## src/rtl/rs485_dir_pkg.sv

```systemverilog
package rs485_dir_pkg;

    // Controller modes
    typedef enum logic [1:0] {
        ST_IDLE   = 2'd0,   // receive mode
        ST_DRIVE  = 2'd1,   // transmitting frames
        ST_LINGER = 2'd2    // post-frame hold countdown
    } dir_state_e;

endpackage

```

## src/rtl/rs485_hold_counter.sv

```systemverilog
module rs485_hold_counter #(
    parameter int CNT_W = 8
) (
    input  logic             clk,
    input  logic             rst_n,
    input  logic             load,
    input  logic [CNT_W-1:0] load_val,
    input  logic             dec,
    output logic             at_last
);

    localparam logic [CNT_W-1:0] ONE = CNT_W'(1);

    logic [CNT_W-1:0] remain_q;

    // Loaded value is frozen for the whole countdown; only dec moves it.
    always_ff @(posedge clk or negedge rst_n) begin
        if (!rst_n) begin
            remain_q <= '0;
        end else if (load) begin
            remain_q <= load_val;
        end else if (dec && remain_q != '0) begin
            remain_q <= remain_q - ONE;
        end
    end

    assign at_last = (remain_q == ONE);

endmodule

```

## src/rtl/rs485_dir_fsm.sv

```systemverilog
module rs485_dir_fsm
    import rs485_dir_pkg::*;
(
    input  logic clk,
    input  logic rst_n,
    input  logic baud_tick,
    input  logic fifo_nonempty,
    input  logic shifter_busy,
    input  logic stop_done,
    input  logic hold_zero,
    input  logic cnt_last,
    output logic cnt_load,
    output logic cnt_dec,
    output logic drive_on
);

    dir_state_e state_q;
    dir_state_e state_d;
    logic       pending;
    logic       final_stop;

    assign pending    = fifo_nonempty | shifter_busy;
    assign final_stop = stop_done & ~pending;

    // State register
    always_ff @(posedge clk or negedge rst_n) begin
        if (!rst_n) begin
            state_q <= ST_IDLE;
        end else begin
            state_q <= state_d;
        end
    end

    // Next-state and counter control
    always_comb begin
        state_d  = state_q;
        cnt_load = 1'b0;
        cnt_dec  = 1'b0;
        unique case (state_q)
            ST_IDLE: begin
                if (pending) begin
                    state_d = ST_DRIVE;
                end
            end
            ST_DRIVE: begin
                if (final_stop) begin
                    if (hold_zero) begin
                        state_d = ST_IDLE;
                    end else begin
                        state_d  = ST_LINGER;
                        cnt_load = 1'b1;
                    end
                end
            end
            ST_LINGER: begin
                // Cancel has priority over the expiry tick.
                if (pending) begin
                    state_d = ST_DRIVE;
                end else if (stop_done) begin
                    if (hold_zero) begin
                        state_d = ST_IDLE;
                    end else begin
                        cnt_load = 1'b1;
                    end
                end else if (baud_tick) begin
                    if (cnt_last) begin
                        state_d = ST_IDLE;
                    end else begin
                        cnt_dec = 1'b1;
                    end
                end
            end
            default: begin
                state_d = ST_IDLE;
            end
        endcase
    end

    // Output decode
    always_comb begin
        drive_on = (state_q != ST_IDLE);
    end

endmodule

```

## src/rtl/rs485_dir_ctrl.sv

```systemverilog
module rs485_dir_ctrl #(
    parameter int HOLD_W = 8
) (
    input  logic              clk,
    input  logic              rst_n,
    input  logic              baud_tick,
    input  logic              fifo_nonempty,
    input  logic              shifter_busy,
    input  logic              stop_done,
    input  logic [HOLD_W-1:0] hold_bits,
    input  logic              pol_inv,
    output logic              dir_out
);

    logic cnt_load;
    logic cnt_dec;
    logic cnt_last;
    logic drive_on;
    logic hold_zero;

    assign hold_zero = (hold_bits == '0);

    rs485_dir_fsm u_fsm (
        .clk          (clk),
        .rst_n        (rst_n),
        .baud_tick    (baud_tick),
        .fifo_nonempty(fifo_nonempty),
        .shifter_busy (shifter_busy),
        .stop_done    (stop_done),
        .hold_zero    (hold_zero),
        .cnt_last     (cnt_last),
        .cnt_load     (cnt_load),
        .cnt_dec      (cnt_dec),
        .drive_on     (drive_on)
    );

    rs485_hold_counter #(.CNT_W(HOLD_W)) u_cnt (
        .clk     (clk),
        .rst_n   (rst_n),
        .load    (cnt_load),
        .load_val(hold_bits),
        .dec     (cnt_dec),
        .at_last (cnt_last)
    );

    // Drive level equals pol_inv; receive level is its complement.
    assign dir_out = drive_on ? pol_inv : ~pol_inv;

endmodule

```

## config.mk

```make
export PLATFORM = sky130hd
export DESIGN_NAME = rs485_dir_ctrl
export DESIGN_NICKNAME = d
export VERILOG_FILES = /design/src/rtl/rs485_dir_pkg.sv /design/src/rtl/rs485_hold_counter.sv /design/src/rtl/rs485_dir_fsm.sv /design/src/rtl/rs485_dir_ctrl.sv
export SDC_FILE = /design/constraint.sdc
export NUM_CORES = 1
export LEC_CHECK = 0
export BUFFER_PORTS_ARGS = -buffer_cell sky130_fd_sc_hd__buf_2
export CORE_ASPECT_RATIO = 0.75
export CORE_MARGIN = 2
export CORE_UTILIZATION = 45
export DETAILED_ROUTE_END_ITERATION = 7
export HOLD_SLACK_MARGIN = 0.1
export PLACE_DENSITY_LB_ADDON = 0.12
export RECOVER_POWER = 50
export SYNTH_ARGS = -nofsm -noshare
export SYNTH_HDL_FRONTEND = slang
export SYNTH_SLANG_ARGS = --single-unit
```

## constraint.sdc

```tcl
create_clock -name clk -period 2.63 [get_ports clk]
set_input_delay 0.1315 -clock clk [delete_from_list [all_inputs] [get_ports clk]]
set_output_delay 0.1315 -clock clk [all_outputs]
set_load 0.03 [all_outputs]
```

==> run_results.csv, run 1 <==
group,metric,value,unit
drt,routed_wirelength,1.793,mm
die,die_width,52.10,um
pwr,p_leak,0.0004247,uW
drt,vias_per_cell,5.780,
final_layout,areaGrowthSynthToFinish,19.71,%
pwr,netSwitchingPower,410.4,uW
pwr,switching_share,43.14,%
drt,wl_per_cell,14.58,um
setup_path,timing.setup.critical_path_class,"reg2reg",
pwr,combinationalPowerShare,50.9,%
setup_path,timing.critical_path.required,2790,ps
synthesis,mappedNetlistArea,780.7,sq um
clock_network,post_cts.resized_instances,0,
final_layout,diodes,0,
die,start_util,50.49,%
global_route,first_global_vias,652,
synthesis,post_syn_nets,104,
clock_network,tritoncts,"yes",
sta,final-setup-viol-count,0,
sta,post-route-period-util,80.15,%
final_layout,finalNetCount,125,
pwr,irDropWorstVdd,0.5039,mV
setup_path,worst_reg_to_reg_path_cell_count,7,
global_route,maximum_number_of_pins_on_one_net_before_global_route_repair,16,
setup_path,critical_path_capture_point_type,"flop",
clock_network,clock-sinks,10,
clock_network,library_cell_used_as_clock_root_buffer,"sky130_fd_sc_hd__clkbuf_4",
setup_path,worstReg2RegEnd,"u_cnt.remain_q[7]$_DFFE_PN0P_",
drt,top_layer_used,"met4",
setup_path,critical_path.cell_chain,"inv_1, ha_1, nor4b_2, nand2_1, a21oi_1, o22ai_1, a221o_1",
sta,timing.slew.headroom,61.51,%
sta,fmax,0.4744,GHz
outcome,outcome,"complete, no violations",
pwr,seq_power_share,34.2,%
clock_network,clock_buffer_depth,2,
die,fp.dieArea,2088,sq um
clock_network,h_tree_levels,1,
clock_network,cts_post_setup_buffers_inserted,0,
final_layout,layout_commonest_cell,"sky130_fd_sc_hd__buf_2",
drt,vias,711,
global_route,groute.usage.overall,20.30,%
placement,placedInstanceArea,879.6,sq um
die,die_height,40.08,um
clock_network,insertion_delay_of_the_later_clocked_pin_in_the_worst_skew_pair,270,ps
sta,worst_clock_skew,7.449,ps
clock_network,cts_buffers,3,
final_layout,area.sequential,250.2,sq um
drt,route.layer.met1.wl,877,um
synthesis,syn_avg_cell_area,9.521,sq um
setup_path,slowest_delay,420,ps
global_route,grt_first_pass_wirelength,2.994,mm
final_layout,multiInputGateArea,498.0,sq um
synthesis,ff_latch_count_synth,10,
final_layout,final_area,934.6,sq um
setup_path,crit_family,"compound AO/OA/AOI/OAI gates",
global_route,grt-ovfl-total,0,
sta,fin_setup_tns,0,ps
drt,routed-wl-met3,126,um
clock_network,path_clk_slew,70,ps
setup_path,setup.worst_path.end,"u_cnt.remain_q[7]$_DFFE_PN0P_",
pwr,power_density,1018,nW/um^2
final_layout,drive_gt1_share,25.49,%
drt,drt_pass1_iterations,4,
sta,rsz0062_at_grt,"false",
setup_path,reg2reg_from,"u_fsm.state_q[0]$_DFFE_PN0P_",
drt,initialDrtViolationCount,40,
setup_path,crit_arrival,2270,ps
placement,place.detailed.hpwl,1.368,mm
setup_path,critical_path.slowest_cell,"sky130_fd_sc_hd__dfrtp_1",
sta,finalMaxSlewViolations,0,
setup_path,worst_setup_path_startpoint,"u_fsm.state_q[0]$_DFFE_PN0P_",
pwr,internal_power,540.9,uW
global_route,grt_antenna_before_repair,0,
setup_path,crit_path_start_kind,"flop",
die,number_of_top_level_pins,16,
synthesis,synth.yosys.warnings,0,
drt,remaining_drc_errors,0,
drt,met2RoutedLength,755,um
die,rows,12,
sta,final.setup.worst_slack,522.0,ps
synthesis,ys_async_sr_fraction,100.0,%
pwr,power_frac_clock,14.9,%
synthesis,synth-edff-count,0,
sta,tightest_slew,577.3,ps
pwr,overall_power,951.3,uW
placement,preCtsSetupSlack,594.1,ps
placement,port_buffers,15,
synthesis,synth-seq-area-share,32.05,%
sta,post-route-min-period,2108,ps
run,max-cap-violations,0,
setup_path,cp_num_cells,7,
sta,hold_viol,0,
clock_network,holdBufCountCts,2,
setup_path,path_max_fanout,6,
min_path,hold_class,"in2reg",
synthesis,synthFlopType,"sky130_fd_sc_hd__dfrtp_1",
synthesis,ys_types,29,
setup_path,worst-path-buf-inv,1,
drt,antenna_violating_nets_post_route,0,
setup_path,worst-r2r-setup-slack,520,ps
final_layout,fillers,127,
placement,place_congestion,0.9047,
synthesis,netlist_instances,82,
final_layout,layout.cells.most_common_list,"14 x sky130_fd_sc_hd__buf_2, 10 x sky130_fd_sc_hd__dfrtp_1, 9 x sky130_fd_sc_hd__nor2_1",
die,placeableCoreArea,1546,sq um
-- how the worst min path moves through the flow --
stage                 startpoint                       endpoint  cells after the start
floorplan                  rst_n  u_cnt.remain_q[0]$_DFFE_PN0P_                      0
global placement           rst_n  u_cnt.remain_q[6]$_DFFE_PN0P_                      1
detailed placement         rst_n  u_cnt.remain_q[6]$_DFFE_PN0P_                      1
CTS                 hold_bits[2]  u_cnt.remain_q[2]$_DFFE_PN0P_                      2
global route        hold_bits[2]  u_cnt.remain_q[2]$_DFFE_PN0P_                      2
finish              hold_bits[0]  u_cnt.remain_q[0]$_DFFE_PN0P_                      2
-- registers in the layout (all words and copies together), names as in the netlist --
name / flops
u_cnt.remain_q: 8
u_fsm.state_q: 2
-- worst reg2reg max path: cells and delay by family (launching register included) --
kind,cells,cell delay [ps]
flip-flops,1,420
buffers and inverters,1,100
adder cells (fa/ha/maj),1,190
AND/OR/NAND/NOR,2,470
AO/OA/AOI/OAI,3,820
-- power groups by stage --
stage | combinational, uW | clock (uW) | sequential (uW)
2_1_floorplan | 379 | 0 | 301
3_3_place_gp | 470 | 0 | 324
3_5_place_dp | 473 | 0 | 327
4_1_cts | 481 | 145 | 323
5_1_grt | 545 | 157 | 336
6_report | 484 | 142 | 325
-- area by class of cell --
cell class,count,share of cell area [%]
multi-input cells,64,53.28
inverters,6,2.410
flip-flops and latches,10,26.77
repair buffers,18,10.84
clock buffers,4,3.882
well taps,21,2.811
-- cells in the mapped netlist, types with 2 or more instances --
library cell              count  area [sq um]
sky130_fd_sc_hd__a221o_1      7         70.07
sky130_fd_sc_hd__nor2_1       9         33.78
sky130_fd_sc_hd__a21oi_1      2         10.01
sky130_fd_sc_hd__mux2i_1      4         40.04
sky130_fd_sc_hd__inv_1        6         22.52
sky130_fd_sc_hd__ha_1         7         87.58
sky130_fd_sc_hd__o21ai_0      2         10.01
sky130_fd_sc_hd__nand2_1      4         15.01
sky130_fd_sc_hd__o21a_1       3         22.52
sky130_fd_sc_hd__o22ai_1      2         12.51
sky130_fd_sc_hd__nor3_1       5         25.02
sky130_fd_sc_hd__nand3_1      2         10.01
sky130_fd_sc_hd__buf_2        2         10.01
sky130_fd_sc_hd__dfrtp_1     10         250.2
sky130_fd_sc_hd__or4_1        3         22.52
-- through the flow --
stage / hold WS [ps] / instances / util (%)
final: 108.0 / 123 / 60.44
after global routing: 106.9 / 123 / 60.44
after CTS: 103.8 / 123 / 60.52
after detailed placement: 13.41 / 117 / 56.88
after global placement: 7.115 / 117 / 56.88
after floorplan: -164.1 / 82 / -
-- layer usage --
layer / vias up / GRT usage, %
met5: - / 0
met4: 0 / 9.868
met2: 30 / 30.38
met3: 5 / 2.239
li1: 352 / -
met1: 324 / 29.21
-- cell families (layout without fill, tap and decap cells) --
family | after synthesis | after routing | share of synthesized area, %
AO/OA/AOI/OAI | 21 | 21 | 21.15
XOR/XNOR | 1 | 1 | 1.122
adder cells (fa/ha/maj) | 7 | 7 | 11.22
buffers and inverters | 8 | 28 | 4.167
flip-flops | 10 | 10 | 32.05
multiplexers | 5 | 5 | 7.051
AND/OR/NAND/NOR | 30 | 30 | 23.24
No activity file was read; power rests on OpenSTA's default activity.
==> run 2: changes to the inputs <==
Clock period 2.63 ns to 1.9 ns, I/O delays scaled along.
==> run 2 against run 1 <==
Against the previous run:
- the flow now finishes with violations (setup timing)
- critical path depth down 2
- largest power group unchanged
- global-route usage grew 3.6 points
- die area is the same
- critical endpoint is now u_fsm.state_q[0]$_DFFE_PN0P_
- critical path type unchanged
==> run_results.csv, run 2 (synthesis gave the netlist of run 1 again) <==
group,metric,value,unit
clock_network,cts_buffers,3,
die,die_width,52.10,um
outcome,failed_checks,"setup timing",
setup_path,cp_num_cells,5,
sta,post-route-period-util,102.2,%
setup_path,crit_arrival,2100,ps
sta,hold_viol,0,
setup_path,timing.setup.critical_path_class,"reg2reg",
final_layout,fillers,110,
clock_network,clock_buffer_depth,2,
drt,remaining_drc_errors,0,
sta,rsz0062_at_grt,"true",
placement,preCtsSetupSlack,-8.251,ps
setup_path,crit_path_start_kind,"flop",
drt,vias_per_cell,6.146,
global_route,grt_first_pass_wirelength,3.422,mm
clock_network,h_tree_levels,1,
pwr,irDropWorstVdd,0.8232,mV
final_layout,largest_register,"u_cnt.remain_q",
placement,port_buffers,15,
setup_path,path_max_fanout,2,
global_route,grt-ovfl-total,0,
sta,finalMaxSlewViolations,0,
final_layout,drive_gt1_share,40.52,%
outcome,outcome,"finished, violations left",
final_layout,reg_top3,"u_cnt.remain_q x8, u_fsm.state_q x2",
sta,post-route-min-period,1941,ps
drt,initialDrtViolationCount,78,
die,die_height,40.08,um
setup_path,critical_path.cell_chain,"nor4_4, nand4_1, a222oi_1, o21ai_1, mux2_4",
placement,place_congestion,0.9369,
final_layout,finalNetCount,139,
setup_path,slowest_delay,410,ps
clock_network,path_clk_slew,70,ps
die,placeableCoreArea,1546,sq um
clock_network,clock-sinks,10,
sta,final.setup.worst_slack,-41.28,ps
final_layout,areaGrowthSynthToFinish,49.04,%
setup_path,worst-r2r-setup-slack,-40,ps
clock_network,insertion_delay_of_the_later_clocked_pin_in_the_worst_skew_pair,280,ps
placement,placedCellCount,124,
final_layout,largest_register_ffs,8,
die,fp.dieArea,2088,sq um
global_route,groute.usage.overall,23.91,%
setup_path,worst-path-buf-inv,0,
die,rows,12,
final_layout,post_layout_nonfiller_instances,137,
setup_path,timing.critical_path.required,2060,ps
sta,fmax,0.5151,GHz
sta,final-setup-viol-count,2,
global_route,grt_antenna_before_repair,0,
pwr,power_density,1369,nW/um^2
sta,worst_clock_skew,4.458,ps
global_route,maximum_number_of_pins_on_one_net_before_global_route_repair,16,
setup_path,crit_family,"compound AO/OA/AOI/OAI gates",
drt,vias,842,
sta,finalHoldWorstSlack,318.2,ps
drt,drt_pass1_iterations,5,
placement,place.detailed.hpwl,1.516,mm
pwr,p_leak,0.0005053,uW
die,number_of_top_level_pins,16,
die,start_util,50.49,%
setup_path,critical_path_capture_point_type,"flop",
final_layout,layout.cells.most_common_list,"10 x sky130_fd_sc_hd__buf_2, 10 x sky130_fd_sc_hd__buf_4, 9 x sky130_fd_sc_hd__nor2_1, 9 x sky130_fd_sc_hd__dlygate4sd3_1, 8 x sky130_fd_sc_hd__dfrtp_1",
setup_path,worst_reg_to_reg_path_cell_count,5,
run,max-cap-violations,0,
min_path,hold_class,"in2async",
drt,routed_wirelength,2.377,mm
sta,tightest_slew,571.4,ps
clock_network,tritoncts,"yes",
pwr,overall_power,1593,uW
sta,fin_setup_tns,-58.62,ps
drt,antenna_violating_nets_post_route,0,
global_route,first_global_vias,678,
clock_network,library_cell_used_as_clock_root_buffer,"sky130_fd_sc_hd__clkbuf_4",
sta,timing.slew.headroom,61.90,%
setup_path,critical_path.slowest_cell,"sky130_fd_sc_hd__dfrtp_1",
drt,wl_per_cell,17.35,um
final_layout,diodes,0,
[run 2: what timing repair did]
item,in CTS,in global routing
hold endpoints to repair,18,0
gates cloned,0,1
setup endpoints to repair,7,10
setup buffers,1,2
pin swaps,1,13
hold buffers,9,0
resized for setup,2,20
[run 2: metal layers]
metal | share of wire [%] | global-route usage [%] | vias to the layer above
met5 | 0 | 0 | -
met2 | 44 | 33.86 | 60
li1 | - | - | 385
met1 | 45 | 35.37 | 389
met3 | 9.2 | 4.478 | 8
met4 | 1.9 | 9.868 | 0
[run 2: final timing paths]
| kind | to | from |
|---|---|---|
| min in group clk | u_fsm.state_q[0]$_DFFE_PN0P_ | stop_done |
| max | u_fsm.state_q[0]$_DFFE_PN0P_ | u_cnt.remain_q[4]$_DFFE_PN0P_ |
| max reg2reg | u_fsm.state_q[0]$_DFFE_PN0P_ | u_cnt.remain_q[4]$_DFFE_PN0P_ |
| min reg2reg | u_cnt.remain_q[7]$_DFFE_PN0P_ | u_cnt.remain_q[7]$_DFFE_PN0P_ |
| max in group asynchronous | u_fsm.state_q[1]$_DFFE_PN0P_ | rst_n |
| min | u_fsm.state_q[0]$_DFFE_PN0P_ | rst_n |
[run 2: per-stage QoR]
stage / utilization [%] / area, sq um
6_report: 75.24 / 1164
5_1_grt: 75.24 / 1164
4_1_cts: 70.55 / 1091
3_5_place_dp: 61.08 / 944.7
3_3_place_gp: 61.08 / 944.7
2_1_floorplan: - / 780.7
[run 2: layout make-up]
cell class | count | area (sq um) | share of cell area [%]
Multi-Input combinational cell | 64 | 570.5 | 49.03
Timing Repair Buffer | 32 | 255.2 | 21.94
Sequential cell | 10 | 252.7 | 21.72
Clock buffer | 4 | 36.28 | 3.118
Tap cell | 21 | 26.28 | 2.258
Inverter | 6 | 22.52 | 1.935
[run 2: power breakdown]
group	internal [uW]	switching [uW]	leakage (uW)
clock network	117	82.8	0.0000210
logic	454	511	0.000361
registers	316	112	0.000123
==> run 3: changes to the inputs <==
Settings changed: CORE_ASPECT_RATIO 0.75 to not set, RECOVER_POWER 50 to not set.
==> run 3 against run 2 <==
Against the previous run:
- the flow now finishes without violations
- flip-flop and latch count stayed put
- non-clock buffer count is 5 higher
- critical path depth grew 2
- global-route usage down 0.87 points
- register-to-register slack improved by 120 ps
- clock-buffer cell count unchanged
- critical path type is now in2reg
- highest routed layer unchanged
==> run_results.csv, run 3 (synthesis gave the netlist of run 1 again) <==
group,metric,value,unit
sta,fin_setup_tns,0,ps
final_layout,largest_register,"u_cnt.remain_q",
sta,post-route-period-util,96.40,%
global_route,grt_antenna_before_repair,0,
drt,drt_pass1_iterations,4,
pwr,p_leak,0.0005231,uW
setup_path,worst-r2r-setup-slack,80,ps
setup_path,path_max_fanout,15,
drt,remaining_drc_errors,0,
global_route,grt-ovfl-total,0,
die,rows,15,
final_layout,layout_commonest_cell,"sky130_fd_sc_hd__buf_2",
die,start_util,46.74,%
sta,finalMaxSlewViolations,0,
pwr,power_density,1321,nW/um^2
clock_network,h_tree_levels,1,
setup_path,setup.worst_path.end,"u_cnt.remain_q[0]$_DFFE_PN0P_",
setup_path,timing.critical_path.required,2060,ps
sta,timing.slew.headroom,80.42,%
setup_path,reg2reg_from,"u_cnt.remain_q[0]$_DFFE_PN0P_",
setup_path,worst_reg_to_reg_path_cell_count,6,
final_layout,finalNetCount,144,
global_route,first_global_vias,796,
setup_path,critical_path_capture_point_type,"flop",
setup_path,timing.setup.critical_path_class,"in2reg",
sta,final-setup-viol-count,0,
run,max-cap-violations,0,
drt,vias,813,
setup_path,crit_path_start_kind,"input port",
setup_path,worst_setup_path_startpoint,"hold_bits[2]",
clock_network,library_cell_used_as_clock_root_buffer,"sky130_fd_sc_hd__clkbuf_4",
final_layout,areaGrowthSynthToFinish,44.71,%
sta,hold_viol,0,
final_layout,layout.cells.most_common_list,"15 x sky130_fd_sc_hd__buf_2, 13 x sky130_fd_sc_hd__buf_4, 9 x sky130_fd_sc_hd__nor2_1, 9 x sky130_fd_sc_hd__dlygate4sd3_1, 9 x sky130_fd_sc_hd__dfrtp_1",
final_layout,fillers,127,
pwr,irDropWorstVdd,0.5949,mV
clock_network,clock-sinks,10,
placement,place_congestion,0.8826,
drt,wl_per_cell,15.20,um
clock_network,insertion_delay_of_the_later_clocked_pin_in_the_worst_skew_pair,280,ps
clock_network,tritoncts,"yes",
sta,fmax,0.5460,GHz
placement,place.detailed.hpwl,1.381,mm
die,number_of_top_level_pins,16,
die,die_width,45.66,um
drt,routed_wirelength,2.098,mm
global_route,grt_first_pass_wirelength,3.387,mm
clock_network,cts_buffers,3,
die,placeableCoreArea,1670,sq um
drt,antenna_violating_nets_post_route,0,
placement,placedCellCount,121,
clock_network,clock_buffer_depth,2,
outcome,outcome,"complete, no violations",
final_layout,area.sequential,251.5,sq um
final_layout,diodes,0,
setup_path,crit_arrival,1990,ps
placement,port_buffers,15,
final_layout,multiInputGateArea,535.5,sq um
die,die_height,45.66,um
final_layout,post_layout_nonfiller_instances,138,
setup_path,worstReg2RegEnd,"u_cnt.remain_q[6]$_DFFE_PN0P_",
drt,vias_per_cell,5.891,
clock_network,path_clk_slew,80,ps
sta,worst_clock_skew,5.316,ps
global_route,groute.usage.overall,23.03,%
final_layout,reg_top3,"u_cnt.remain_q x8, u_fsm.state_q x2",
final_layout,drive_gt1_share,38.02,%
sta,tightest_slew,291.5,ps
final_layout,largest_register_ffs,8,
global_route,maximum_number_of_pins_on_one_net_before_global_route_repair,16,
sta,rsz0062_at_grt,"true",
sta,post-route-min-period,1832,ps
die,fp.dieArea,2084,sq um
min_path,hold_class,"in2async",
drt,initialDrtViolationCount,21,
## run 3: worst min path at each step
stage                      from                             to  depth (start not counted)
after floorplan           rst_n  u_cnt.remain_q[0]$_DFFE_PN0P_                          0
after CTS                 rst_n   u_fsm.state_q[0]$_DFFE_PN0P_                          2
final                     rst_n  u_cnt.remain_q[5]$_DFFE_PN0P_                          2
after global placement    rst_n  u_cnt.remain_q[5]$_DFFE_PN0P_                          1
after global routing      rst_n  u_cnt.remain_q[3]$_DFFE_PN0P_                          2
after detailed placement  rst_n  u_cnt.remain_q[5]$_DFFE_PN0P_                          1
## run 3: per-layer routing
layer	GRT usage (%)	routed length, um	vias up
li1	-	-	392
met1	30.15	949	386
met2	36.06	1010	31
met3	3.968	108	4
met4	11.76	30	0
met5	0	0	-
## run 3: per-stage QoR
stage               util, %  area [sq um]  worst slack [ps]  power [uW]  hold WS (ps)
floorplan                 -         780.7             10.54       941.0        -200.6
global placement      55.96         934.6             6.147        1187        -25.66
detailed placement    55.96         934.6             34.90        1189        -16.50
CTS                   63.52          1061            -7.315        1411         218.0
global route          67.64          1130            -26.51        1602         240.3
finish                67.64          1130             68.41        1492         206.8
## run 3: repair_timing
item,4_1_cts,5_1_grt
hold buffers,9,0
pin swaps,0,4
buffers inserted,0,4
gates resized for setup,0,9
setup endpoints to repair,2,9
hold endpoints to repair,18,0
gates cloned,0,0
## run 3: final cells by class
| type | instances | area share, % |
|---|---|---|
| Clock buffer | 4 | 3.212 |
| Inverter | 6 | 1.993 |
| Multi-Input combinational cell | 64 | 47.40 |
| Sequential cell | 10 | 22.26 |
| Tap cell | 17 | 1.883 |
| Timing Repair Buffer | 37 | 23.26 |
## run 3: where the power goes
part	switching, uW	internal, uW	leakage [uW]
combinational	438	437	0.000377
clock	85.1	117	0.0000210
sequential	101	314	0.000125
## run 3: critical path, cell delays in order
cell and delay, ps:
sky130_fd_sc_hd__dlygate4sd3_1 530, sky130_fd_sc_hd__buf_2 120, sky130_fd_sc_hd__or4_4 490, sky130_fd_sc_hd__nor2_4 150
sky130_fd_sc_hd__nor3_2 50, sky130_fd_sc_hd__buf_4 180, sky130_fd_sc_hd__a221o_1 360
